`src/rtl/twi_eeprom_pkg.sv`:
```
package twi_eeprom_pkg;
  localparam int DATA_W  = 8;
  localparam int ADDR_W  = 8;
  localparam int PAGE_W  = 4;
  localparam int STRAP_W = 3;
  localparam logic [3:0] DEV_PREFIX = 4'b1011;

  typedef enum logic [2:0] {
    ST_IDLE,
    ST_RX,
    ST_ACK_SET,
    ST_ACK_HOLD,
    ST_TX,
    ST_MACK
  } bus_st_t;

  typedef enum logic [1:0] {
    BK_DEV,
    BK_WADDR,
    BK_WDATA
  } byte_kind_t;

  // Address byte selects this slave: fixed prefix, strap match, not busy.
  function automatic logic dev_hit(input logic [DATA_W-1:0] b,
                                   input logic [STRAP_W-1:0] strap,
                                   input logic busy);
    return !busy && (b[7:4] == DEV_PREFIX) && (b[3:1] == strap);
  endfunction

  // Write pointer step: low bits roll within the page.
  function automatic logic [ADDR_W-1:0] page_step(input logic [ADDR_W-1:0] a);
    return {a[ADDR_W-1:PAGE_W], a[PAGE_W-1:0] + PAGE_W'(1)};
  endfunction

  // Read pointer step: whole counter rolls over.
  function automatic logic [ADDR_W-1:0] seq_step(input logic [ADDR_W-1:0] a);
    return a + ADDR_W'(1);
  endfunction
endpackage

```
`src/rtl/twi_line_sync.sv`:
```
module twi_line_sync #(
  parameter int STAGES = 2
) (
  input  logic clk,
  input  logic rst_n,
  input  logic scl_i,
  input  logic sda_i,
  output logic sda_s,
  output logic scl_rise,
  output logic scl_fall,
  output logic start_ev,
  output logic stop_ev
);
  logic [1:0] raw;
  logic [1:0] synced;
  logic [1:0] prev_q;
  logic       scl_s, scl_d, sda_d;

  assign raw = {scl_i, sda_i};

  genvar g;
  generate
    for (g = 0; g < 2; g++) begin : g_line
      logic [STAGES-1:0] sh_q;
      always_ff @(posedge clk or negedge rst_n) begin
        if (!rst_n) sh_q <= '1;
        else        sh_q <= {sh_q[STAGES-2:0], raw[g]};
      end
      assign synced[g] = sh_q[STAGES-1];
    end
  endgenerate

  always_ff @(posedge clk or negedge rst_n) begin
    if (!rst_n) prev_q <= '1;
    else        prev_q <= synced;
  end

  assign scl_s = synced[1];
  assign sda_s = synced[0];
  assign scl_d = prev_q[1];
  assign sda_d = prev_q[0];

  assign scl_rise = scl_s & ~scl_d;
  assign scl_fall = ~scl_s & scl_d;
  assign start_ev = scl_s & scl_d & sda_d & ~sda_s;
  assign stop_ev  = scl_s & scl_d & ~sda_d & sda_s;
endmodule

```
`src/rtl/twi_proto_fsm.sv`:
```
module twi_proto_fsm
  import twi_eeprom_pkg::*;
(
  input  logic                       clk,
  input  logic                       rst_n,
  input  logic                       sda_s,
  input  logic                       scl_rise,
  input  logic                       scl_fall,
  input  logic                       start_ev,
  input  logic                       stop_ev,
  input  logic [STRAP_W-1:0]         strap,
  input  logic                       busy,
  input  logic                       buf_any,
  input  logic [DATA_W-1:0]          rd_data,
  output logic                       sda_pull,
  output logic                       buf_we,
  output logic [PAGE_W-1:0]          buf_idx,
  output logic [DATA_W-1:0]          buf_din,
  output logic                       buf_clr,
  output logic                       commit,
  output logic [ADDR_W-PAGE_W-1:0]   page_sel,
  output logic [ADDR_W-1:0]          rd_addr
);
  bus_st_t           state_q;
  byte_kind_t        kind_q;
  logic [3:0]        cnt_q;
  logic [DATA_W-2:0] shreg_q;
  logic [DATA_W-2:0] tx_q;
  logic [ADDR_W-1:0] addr_q;
  logic              rw_q;
  logic              pull_q;

  logic              byte_done;
  logic [DATA_W-1:0] rx_byte;

  assign rx_byte   = {shreg_q, sda_s};
  assign byte_done = (state_q == ST_RX) && scl_rise && (cnt_q == 4'd7);

  assign buf_we   = byte_done && (kind_q == BK_WDATA);
  assign buf_idx  = addr_q[PAGE_W-1:0];
  assign buf_din  = rx_byte;
  assign buf_clr  = start_ev;
  assign commit   = stop_ev && buf_any;
  assign page_sel = addr_q[ADDR_W-1:PAGE_W];
  assign rd_addr  = addr_q;
  assign sda_pull = pull_q;

  always_ff @(posedge clk or negedge rst_n) begin
    if (!rst_n) begin
      state_q <= ST_IDLE;
      kind_q  <= BK_DEV;
      cnt_q   <= '0;
      shreg_q <= '0;
      tx_q    <= '0;
      addr_q  <= '0;
      rw_q    <= 1'b0;
      pull_q  <= 1'b0;
    end else if (start_ev) begin
      state_q <= ST_RX;
      kind_q  <= BK_DEV;
      cnt_q   <= '0;
      pull_q  <= 1'b0;
    end else if (stop_ev) begin
      state_q <= ST_IDLE;
      pull_q  <= 1'b0;
    end else begin
      unique case (state_q)
        ST_RX: begin
          if (scl_rise) begin
            shreg_q <= rx_byte[DATA_W-2:0];
            if (cnt_q == 4'd7) begin
              cnt_q <= '0;
              unique case (kind_q)
                BK_DEV: begin
                  if (dev_hit(rx_byte, strap, busy)) begin
                    rw_q    <= rx_byte[0];
                    state_q <= ST_ACK_SET;
                  end else begin
                    state_q <= ST_IDLE;
                  end
                end
                BK_WADDR: begin
                  addr_q  <= rx_byte;
                  state_q <= ST_ACK_SET;
                end
                default: begin
                  addr_q  <= page_step(addr_q);
                  state_q <= ST_ACK_SET;
                end
              endcase
            end else begin
              cnt_q <= cnt_q + 4'd1;
            end
          end
        end
        ST_ACK_SET: begin
          if (scl_fall) begin
            pull_q  <= 1'b1;
            state_q <= ST_ACK_HOLD;
          end
        end
        ST_ACK_HOLD: begin
          if (scl_fall) begin
            cnt_q <= '0;
            if (kind_q == BK_DEV && rw_q) begin
              tx_q    <= rd_data[DATA_W-2:0];
              pull_q  <= ~rd_data[DATA_W-1];
              state_q <= ST_TX;
            end else begin
              pull_q  <= 1'b0;
              kind_q  <= (kind_q == BK_DEV) ? BK_WADDR : BK_WDATA;
              state_q <= ST_RX;
            end
          end
        end
        ST_TX: begin
          if (scl_rise) begin
            cnt_q <= cnt_q + 4'd1;
          end else if (scl_fall) begin
            if (cnt_q == 4'd8) begin
              pull_q  <= 1'b0;
              state_q <= ST_MACK;
            end else begin
              pull_q <= ~tx_q[DATA_W-2];
              tx_q   <= {tx_q[DATA_W-3:0], 1'b0};
            end
          end
        end
        ST_MACK: begin
          if (scl_rise) begin
            addr_q  <= seq_step(addr_q);
            state_q <= sda_s ? ST_IDLE : ST_ACK_HOLD;
          end
        end
        default: ;
      endcase
    end
  end
endmodule

```
`src/rtl/twi_page_store.sv`:
```
module twi_page_store
  import twi_eeprom_pkg::*;
(
  input  logic                     clk,
  input  logic                     rst_n,
  input  logic                     buf_clr,
  input  logic                     buf_we,
  input  logic [PAGE_W-1:0]        buf_idx,
  input  logic [DATA_W-1:0]        buf_din,
  input  logic                     commit,
  input  logic                     wp,
  input  logic [ADDR_W-PAGE_W-1:0] page_sel,
  input  logic [ADDR_W-1:0]        rd_addr,
  output logic [DATA_W-1:0]        rd_data,
  output logic                     buf_any
);
  localparam int DEPTH  = 1 << ADDR_W;
  localparam int PAGE_N = 1 << PAGE_W;

  logic [DATA_W-1:0] mem_q [DEPTH];
  logic [DATA_W-1:0] slot_data [PAGE_N];
  logic [PAGE_N-1:0] slot_valid;
  logic              mem_wr_en;

  genvar g;
  generate
    for (g = 0; g < PAGE_N; g++) begin : g_slot
      logic [DATA_W-1:0] data_q;
      logic              valid_q;
      logic              hit;
      assign hit = buf_we && (buf_idx == PAGE_W'(g));
      always_ff @(posedge clk or negedge rst_n) begin
        if (!rst_n) begin
          data_q  <= '0;
          valid_q <= 1'b0;
        end else begin
          if (hit) data_q <= buf_din;
          if (buf_clr || commit) valid_q <= 1'b0;
          else if (hit)          valid_q <= 1'b1;
        end
      end
      assign slot_data[g]  = data_q;
      assign slot_valid[g] = valid_q;
    end
  endgenerate

  assign buf_any   = |slot_valid;
  assign mem_wr_en = commit && !wp;

  always_ff @(posedge clk or negedge rst_n) begin
    if (!rst_n) begin
      for (int i = 0; i < DEPTH; i++) mem_q[i] <= '0;
    end else if (mem_wr_en) begin
      for (int i = 0; i < PAGE_N; i++) begin
        if (slot_valid[i]) mem_q[{page_sel, PAGE_W'(i)}] <= slot_data[i];
      end
    end
  end

  assign rd_data = mem_q[rd_addr];
endmodule

```
`src/rtl/twi_wr_timer.sv`:
```
module twi_wr_timer #(
  parameter int CYCLES = 625000
) (
  input  logic clk,
  input  logic rst_n,
  input  logic start,
  output logic busy
);
  localparam int CW = $clog2(CYCLES + 1);

  logic [CW-1:0] cnt_q;
  logic          busy_q;

  always_ff @(posedge clk or negedge rst_n) begin
    if (!rst_n) begin
      cnt_q  <= '0;
      busy_q <= 1'b0;
    end else if (start) begin
      cnt_q  <= CW'(CYCLES - 1);
      busy_q <= 1'b1;
    end else if (busy_q) begin
      if (cnt_q == '0) busy_q <= 1'b0;
      else             cnt_q  <= cnt_q - CW'(1);
    end
  end

  assign busy = busy_q;
endmodule

```
`src/rtl/twi_eeprom_slave.sv`:
```
module twi_eeprom_slave
  import twi_eeprom_pkg::*;
#(
  parameter int WR_CYCLES = 625000
) (
  input  logic               clk,
  input  logic               rst_n,
  input  logic               scl_i,
  input  logic               sda_i,
  input  logic [STRAP_W-1:0] strap_i,
  input  logic               wp_i,
  output logic               sda_pull_o
);
  logic                     sda_s, scl_rise, scl_fall, start_ev, stop_ev;
  logic                     busy, buf_any, buf_we, buf_clr, commit;
  logic [PAGE_W-1:0]        buf_idx;
  logic [DATA_W-1:0]        buf_din, rd_data;
  logic [ADDR_W-PAGE_W-1:0] page_sel;
  logic [ADDR_W-1:0]        rd_addr;

  twi_line_sync #(.STAGES(2)) u_sync (
    .clk(clk), .rst_n(rst_n), .scl_i(scl_i), .sda_i(sda_i),
    .sda_s(sda_s), .scl_rise(scl_rise), .scl_fall(scl_fall),
    .start_ev(start_ev), .stop_ev(stop_ev)
  );

  twi_proto_fsm u_fsm (
    .clk(clk), .rst_n(rst_n), .sda_s(sda_s), .scl_rise(scl_rise),
    .scl_fall(scl_fall), .start_ev(start_ev), .stop_ev(stop_ev),
    .strap(strap_i), .busy(busy), .buf_any(buf_any), .rd_data(rd_data),
    .sda_pull(sda_pull_o), .buf_we(buf_we), .buf_idx(buf_idx),
    .buf_din(buf_din), .buf_clr(buf_clr), .commit(commit),
    .page_sel(page_sel), .rd_addr(rd_addr)
  );

  twi_page_store u_store (
    .clk(clk), .rst_n(rst_n), .buf_clr(buf_clr), .buf_we(buf_we),
    .buf_idx(buf_idx), .buf_din(buf_din), .commit(commit), .wp(wp_i),
    .page_sel(page_sel), .rd_addr(rd_addr), .rd_data(rd_data),
    .buf_any(buf_any)
  );

  twi_wr_timer #(.CYCLES(WR_CYCLES)) u_timer (
    .clk(clk), .rst_n(rst_n), .start(commit), .busy(busy)
  );
endmodule

```
`config.mk`:
```
export PLATFORM = sky130hd
export DESIGN_NAME = twi_eeprom_slave
export DESIGN_NICKNAME = d
export VERILOG_FILES = /design/src/rtl/twi_eeprom_pkg.sv /design/src/rtl/twi_line_sync.sv /design/src/rtl/twi_proto_fsm.sv /design/src/rtl/twi_page_store.sv /design/src/rtl/twi_wr_timer.sv /design/src/rtl/twi_eeprom_slave.sv
export SDC_FILE = /design/constraint.sdc
export NUM_CORES = 2
export LEC_CHECK = 0
export BUFFER_PORTS_ARGS = -buffer_cell sky130_fd_sc_hd__buf_2
export CELL_PAD_IN_SITES_DETAIL_PLACEMENT = 1
export CELL_PAD_IN_SITES_GLOBAL_PLACEMENT = 2
export CORE_MARGIN = 1.5
export CORE_UTILIZATION = 48
export DETAILED_ROUTE_END_ITERATION = 10
export PLACE_DENSITY = 0.88
export SLEW_MARGIN = 20
export SYNTH_ARGS = -nofsm -noshare
export SYNTH_HDL_FRONTEND = slang
export SYNTH_HIERARCHICAL = 1
export SYNTH_SLANG_ARGS = --single-unit
```
`constraint.sdc`:
```
create_clock -name clk -period 3.5 [get_ports clk]
set_clock_uncertainty 0.2 [all_clocks]
set_input_delay 0.35 -clock clk [delete_from_list [all_inputs] [get_ports clk]]
set_output_delay 0.35 -clock clk [all_outputs]
set_load 0.02 [all_outputs]
```
==> summary.md <==
| Metric | Value |
|---|---|
| Antenna-violating nets left | `0` |
| Reg2reg start | `u_fsm/rd_addr[0]$_DFFE_PN0P_` |
| Fill count | `between 15000 and 20000` |
| Final worst slack | `-0.228 ns` |
| Syn_nets | `6645` |
| Post-Synth Adder-Cell Area | `0.000613` |
| Core footprint | `212000 um2` |
| CP startpoint | `u_fsm/rd_addr[0]$_DFFE_PN0P_` |
| Warnings from Yosys | `6` |
| Mapped Avg Cell Area | `15.4 um2` |
| Largest family of logic cells by synthesized area | `multiplexers` |
| Asr flop ratio synth | `1.00` |
| Crit path to | `u_fsm/sda_pull$_DFFE_PN0P_` |
| Failing checks | `setup timing` |
| Worst Reg2Reg Path Length in Cells | `14` |
| Area after DPL | `108000 um2` |
| Status | `finished, violations left` |
| CP max stage delay | `0.59 ns` |
| Distinct cell type count after synthesis | `between 90 and 100` |
| Detailed Place HPWL | `249 mm` |
| Worst Tran Pin Value | `around 1.3 ns` |
| Ports | `9` |
| Initial Utilization | `0.482` |
| First-pass DRT Iterations | `7` |
| Worst vdd ir | `between 0.5 and 0.6 mV` |
| CTS tree | `built` |
| DRC | `0` |
| WP data arrival | `4.32 ns` |
| Pin count of the biggest net entering global routing | `roughly 110` |
| Cell family with most CP delay | `buffers and inverters` |
| Area fraction in compound gates after synthesis | `0.0367` |
| Number of global-route vias before repair | `slightly above 70000` |
| Post-layout instance area | `117000 um2` |
| Cell Area, Synth | `102000 um2` |
| Sequential-to-total area share from yosys stat | `0.553` |
| Max Buffers Root-to-Sink | `3` |
| Placed cells | `9576` |
| Max_slew headroom | `0.0970` |
| Final worst path period need | `about 3.7 ns` |
| Synth Flop Type | `dfrtp_1` |
| Multiplexer area fraction after synthesis | `0.355` |
| Kind of critical path | `register to register` |
| Final setup vio count | `7` |
| Hold Path Class | `primary input to async pin` |
| Xor/xnor share of the synthesized area | `0.000258` |
| Die width | `464 um` |
| Worst-path fanout max | `8` |
| Crit start category | `register` |
| Crit-path most repeated cell | `buf_4` |
| Count of input and output buffers | `8` |
| Via count | `67000` |
| Post-synth EDFFs | `0` |
| Crit. End Element | `register` |
| CP max stage cell | `nor4_4` |
| Clk Tree Root Cell | `clkbuf_16` |
| Leak | `55.0 nW` |
| Synthesized flop and latch total | `2252` |
| Fin cells | `between 10000 and 15000` |
| Area growth from synthesis to layout | `15.1%` |
| Chip height | `464 um` |
| DR vias/cell | `6.66` |
| Clock transition at path regs | `0.06 ns` |
| Row Count | `169` |
| Final GP Congestion | `approximately 1.2` |
| Crit path cell chain | `buf_12 > buf_16 > buf_12 > mux4_2 > a22oi_1 > buf_4 > a21oi_4 > buf_6 > nor4_1 > buf_4 > nor4_4 > buf_4 > o22ai_2 > o311a_1` |
| Mapped Cells | `around 6600` |
| Final nets | `7052` |
| Gr usage total | `0.357` |
| Die Area | `~220000 um2` |
| Crit path required time | `4.09 ns` |
| Final Hold Viols | `0` |
| Clock Latency Late Sink | `0.92 ns` |
| Worst path depth | `14` |
| R2R Path End | `u_fsm/sda_pull$_DFFE_PN0P_` |
| Max Freq | `0.268 GHz` |
| R2R setup slack | `-0.23 ns` |
| Remaining global-route overflow | `0` |
| RSZ-0062 raised after global routing | `true` |
| Total clock buffers created by CTS | `between 200 and 250` |
| CP Buf/Inv Count | `7` |
| Post-DR wirelength/cell | `38.6 um` |
| Final Max Tran Viols | `0` |
| Global-route wire length before repair | `549 mm` |
| Share of cells above drive strength 1 | `0.536` |
| Simple-gate portion of the synthesized area | `0.0326` |
| CTS sink cnt | `2252` |
| Initial antenna violation count | `22` |
| Max-cap check violation count | `0` |
| Initial DRC Count | `7309` |
| Share of the clock period used by the worst path after layout | `1.07` |
| # H-tree levels | `4` |
| Final WL | `389 mm` |
| Pwr dens | `roughly 550 nW/um2` |
## how the worst min path moves through the flow
stage / end / start / slack [ns] / depth (start not counted)
after floorplan: u_fsm/cnt_q[0]$_DFFE_PN0P_ / rst_n / -0.15 / 0
after global placement: u_store/mem_q[1523]$_DFFE_PN0P_ / rst_n / 0.11 / 1
after detailed placement: u_store/mem_q[1523]$_DFFE_PN0P_ / rst_n / 0.10 / 1
after CTS: u_store/mem_q[1509]$_DFFE_PN0P_ / rst_n / 0.02 / 3
after global routing: u_store/mem_q[2035]$_DFFE_PN0P_ / rst_n / 0.04 / 3
final: u_store/mem_q[1509]$_DFFE_PN0P_ / rst_n / 0.03 / 3
## synth_stat cells, types with 16 or more instances
master    number  area (um2)
dfrtp_1     2246       56200
mux2_2      2195       24700
mux4_2       436        9820
nor2_1       180         676
a22oi_1      177        1330
mux2i_1      156        1560
clkbuf_1     152         571
nor2_2       150         938
a21oi_1      104         521
buf_2         95         475
nand2_1       87         327
buf_1         76         285
o21ai_0       53         265
buf_4         39         293
a211oi_1      38         285
o22ai_1       31         194
nor2b_1       28         175
nor4_1        28         175
nor3_1        22         110
nand3_1       18        90.1
o21ai_1       18        90.1
buf_6         17         191
a221oi_1      16         140
nand2b_1      16         100
## layer usage
metal	routed length [um]	track usage
met5	491	0.00691
met2	177000	0.539
met3	33100	0.0912
met1	147000	0.448
met4	31600	0.257
## where the power goes
part           internal, mW  switching, mW  leakage, nW
registers              26.2          0.155         31.4
logic                  4.73           7.13         19.7
clock network          15.0           10.9         3.86
## sequential cells by signal (all words and copies together), names as in the netlist, 3 cells and up
signal,count
u_fsm/tx_q,7
u_timer/cnt_q,20
u_sync/g_line.sh_q,4
u_store/g_slot.valid_q,16
u_fsm/cnt_q,4
u_store/mem_q,2048
u_store/g_slot.data_q,128
u_fsm/shreg_q,7
u_fsm/state_q,3
u_fsm/rd_addr,8
## cells by family (layout without fill, tap and decap cells)
kind of cell | count (synthesis) | after routing
other | 0 | 15
buffers and inverters | 419 | 1017
AND/OR/NAND/NOR | 617 | 617
adder cells (fa/ha/maj) | 5 | 5
multiplexers | 2794 | 2794
XOR/XNOR | 3 | 3
flip-flops | 2252 | 2252
AO/OA/AOI/OAI | 542 | 542
## worst min-delay path, delay by kind of cell
family / cells / cell delay (ns)
buffers and inverters: 3 / 1.14
## final cells by class
type | instances | area [um2] | area share
inverter | 17 | 63.8 | 0.000544
clock buffer | 321 | 6610 | 0.0563
timing repair buffer | 582 | 5850 | 0.0498
sequential | 2252 | 56400 | 0.480
tap | 2821 | 3530 | 0.0301
antenna | 15 | 37.5 | 0.000320
multi-input combinational | 3961 | 43700 | 0.372
clock inverter | 97 | 1260 | 0.0107
## cell usage in the layout (no fill, tap or decap), drive strengths merged, types with 31 or more instances in the layout
cell type / instances
mux2i: 156
a21oi: 105
a22oi: 177
clkinv: 55
buf: 567
o22ai: 31
dfrtp: 2246
nor4: 35
nand2: 87
nor2: 330
mux2: 2202
mux4: 436
o21ai: 71
clkbuf: 329
a211oi: 40
## stage by stage
| step | setup slack (ns) | TNS [ns] | utilization | hold slack, ns | power [mW] |
|---|---|---|---|---|---|
| finish | -0.228 | -0.611 | 0.555 | 0.0335 | 64.0 |
| global route | -0.139 | -0.303 | 0.555 | 0.0417 | 65.6 |
| CTS | 0.00721 | 0 | 0.550 | 0.0208 | 63.1 |
| detailed placement | -0.304 | -0.818 | 0.512 | 0.102 | 37.4 |
| global placement | -0.695 | -1.20 | 0.512 | 0.107 | 37.3 |
| floorplan | 0.539 | 0 | - | -0.146 | 33.5 |
## what timing repair did
| item | CTS | global route |
|---|---|---|
| pin swaps | 2 | 5 |
| gates cloned | 0 | 7 |
| hold buffers | 8 | 0 |
| hold endpoints to repair | 1621 | 0 |
| endpoints found under the setup margin | 5 | 32 |
| setup buffers | 0 | 45 |
| gates resized for setup | 10 | 65 |
No activity file was read; power rests on OpenSTA's default activity.
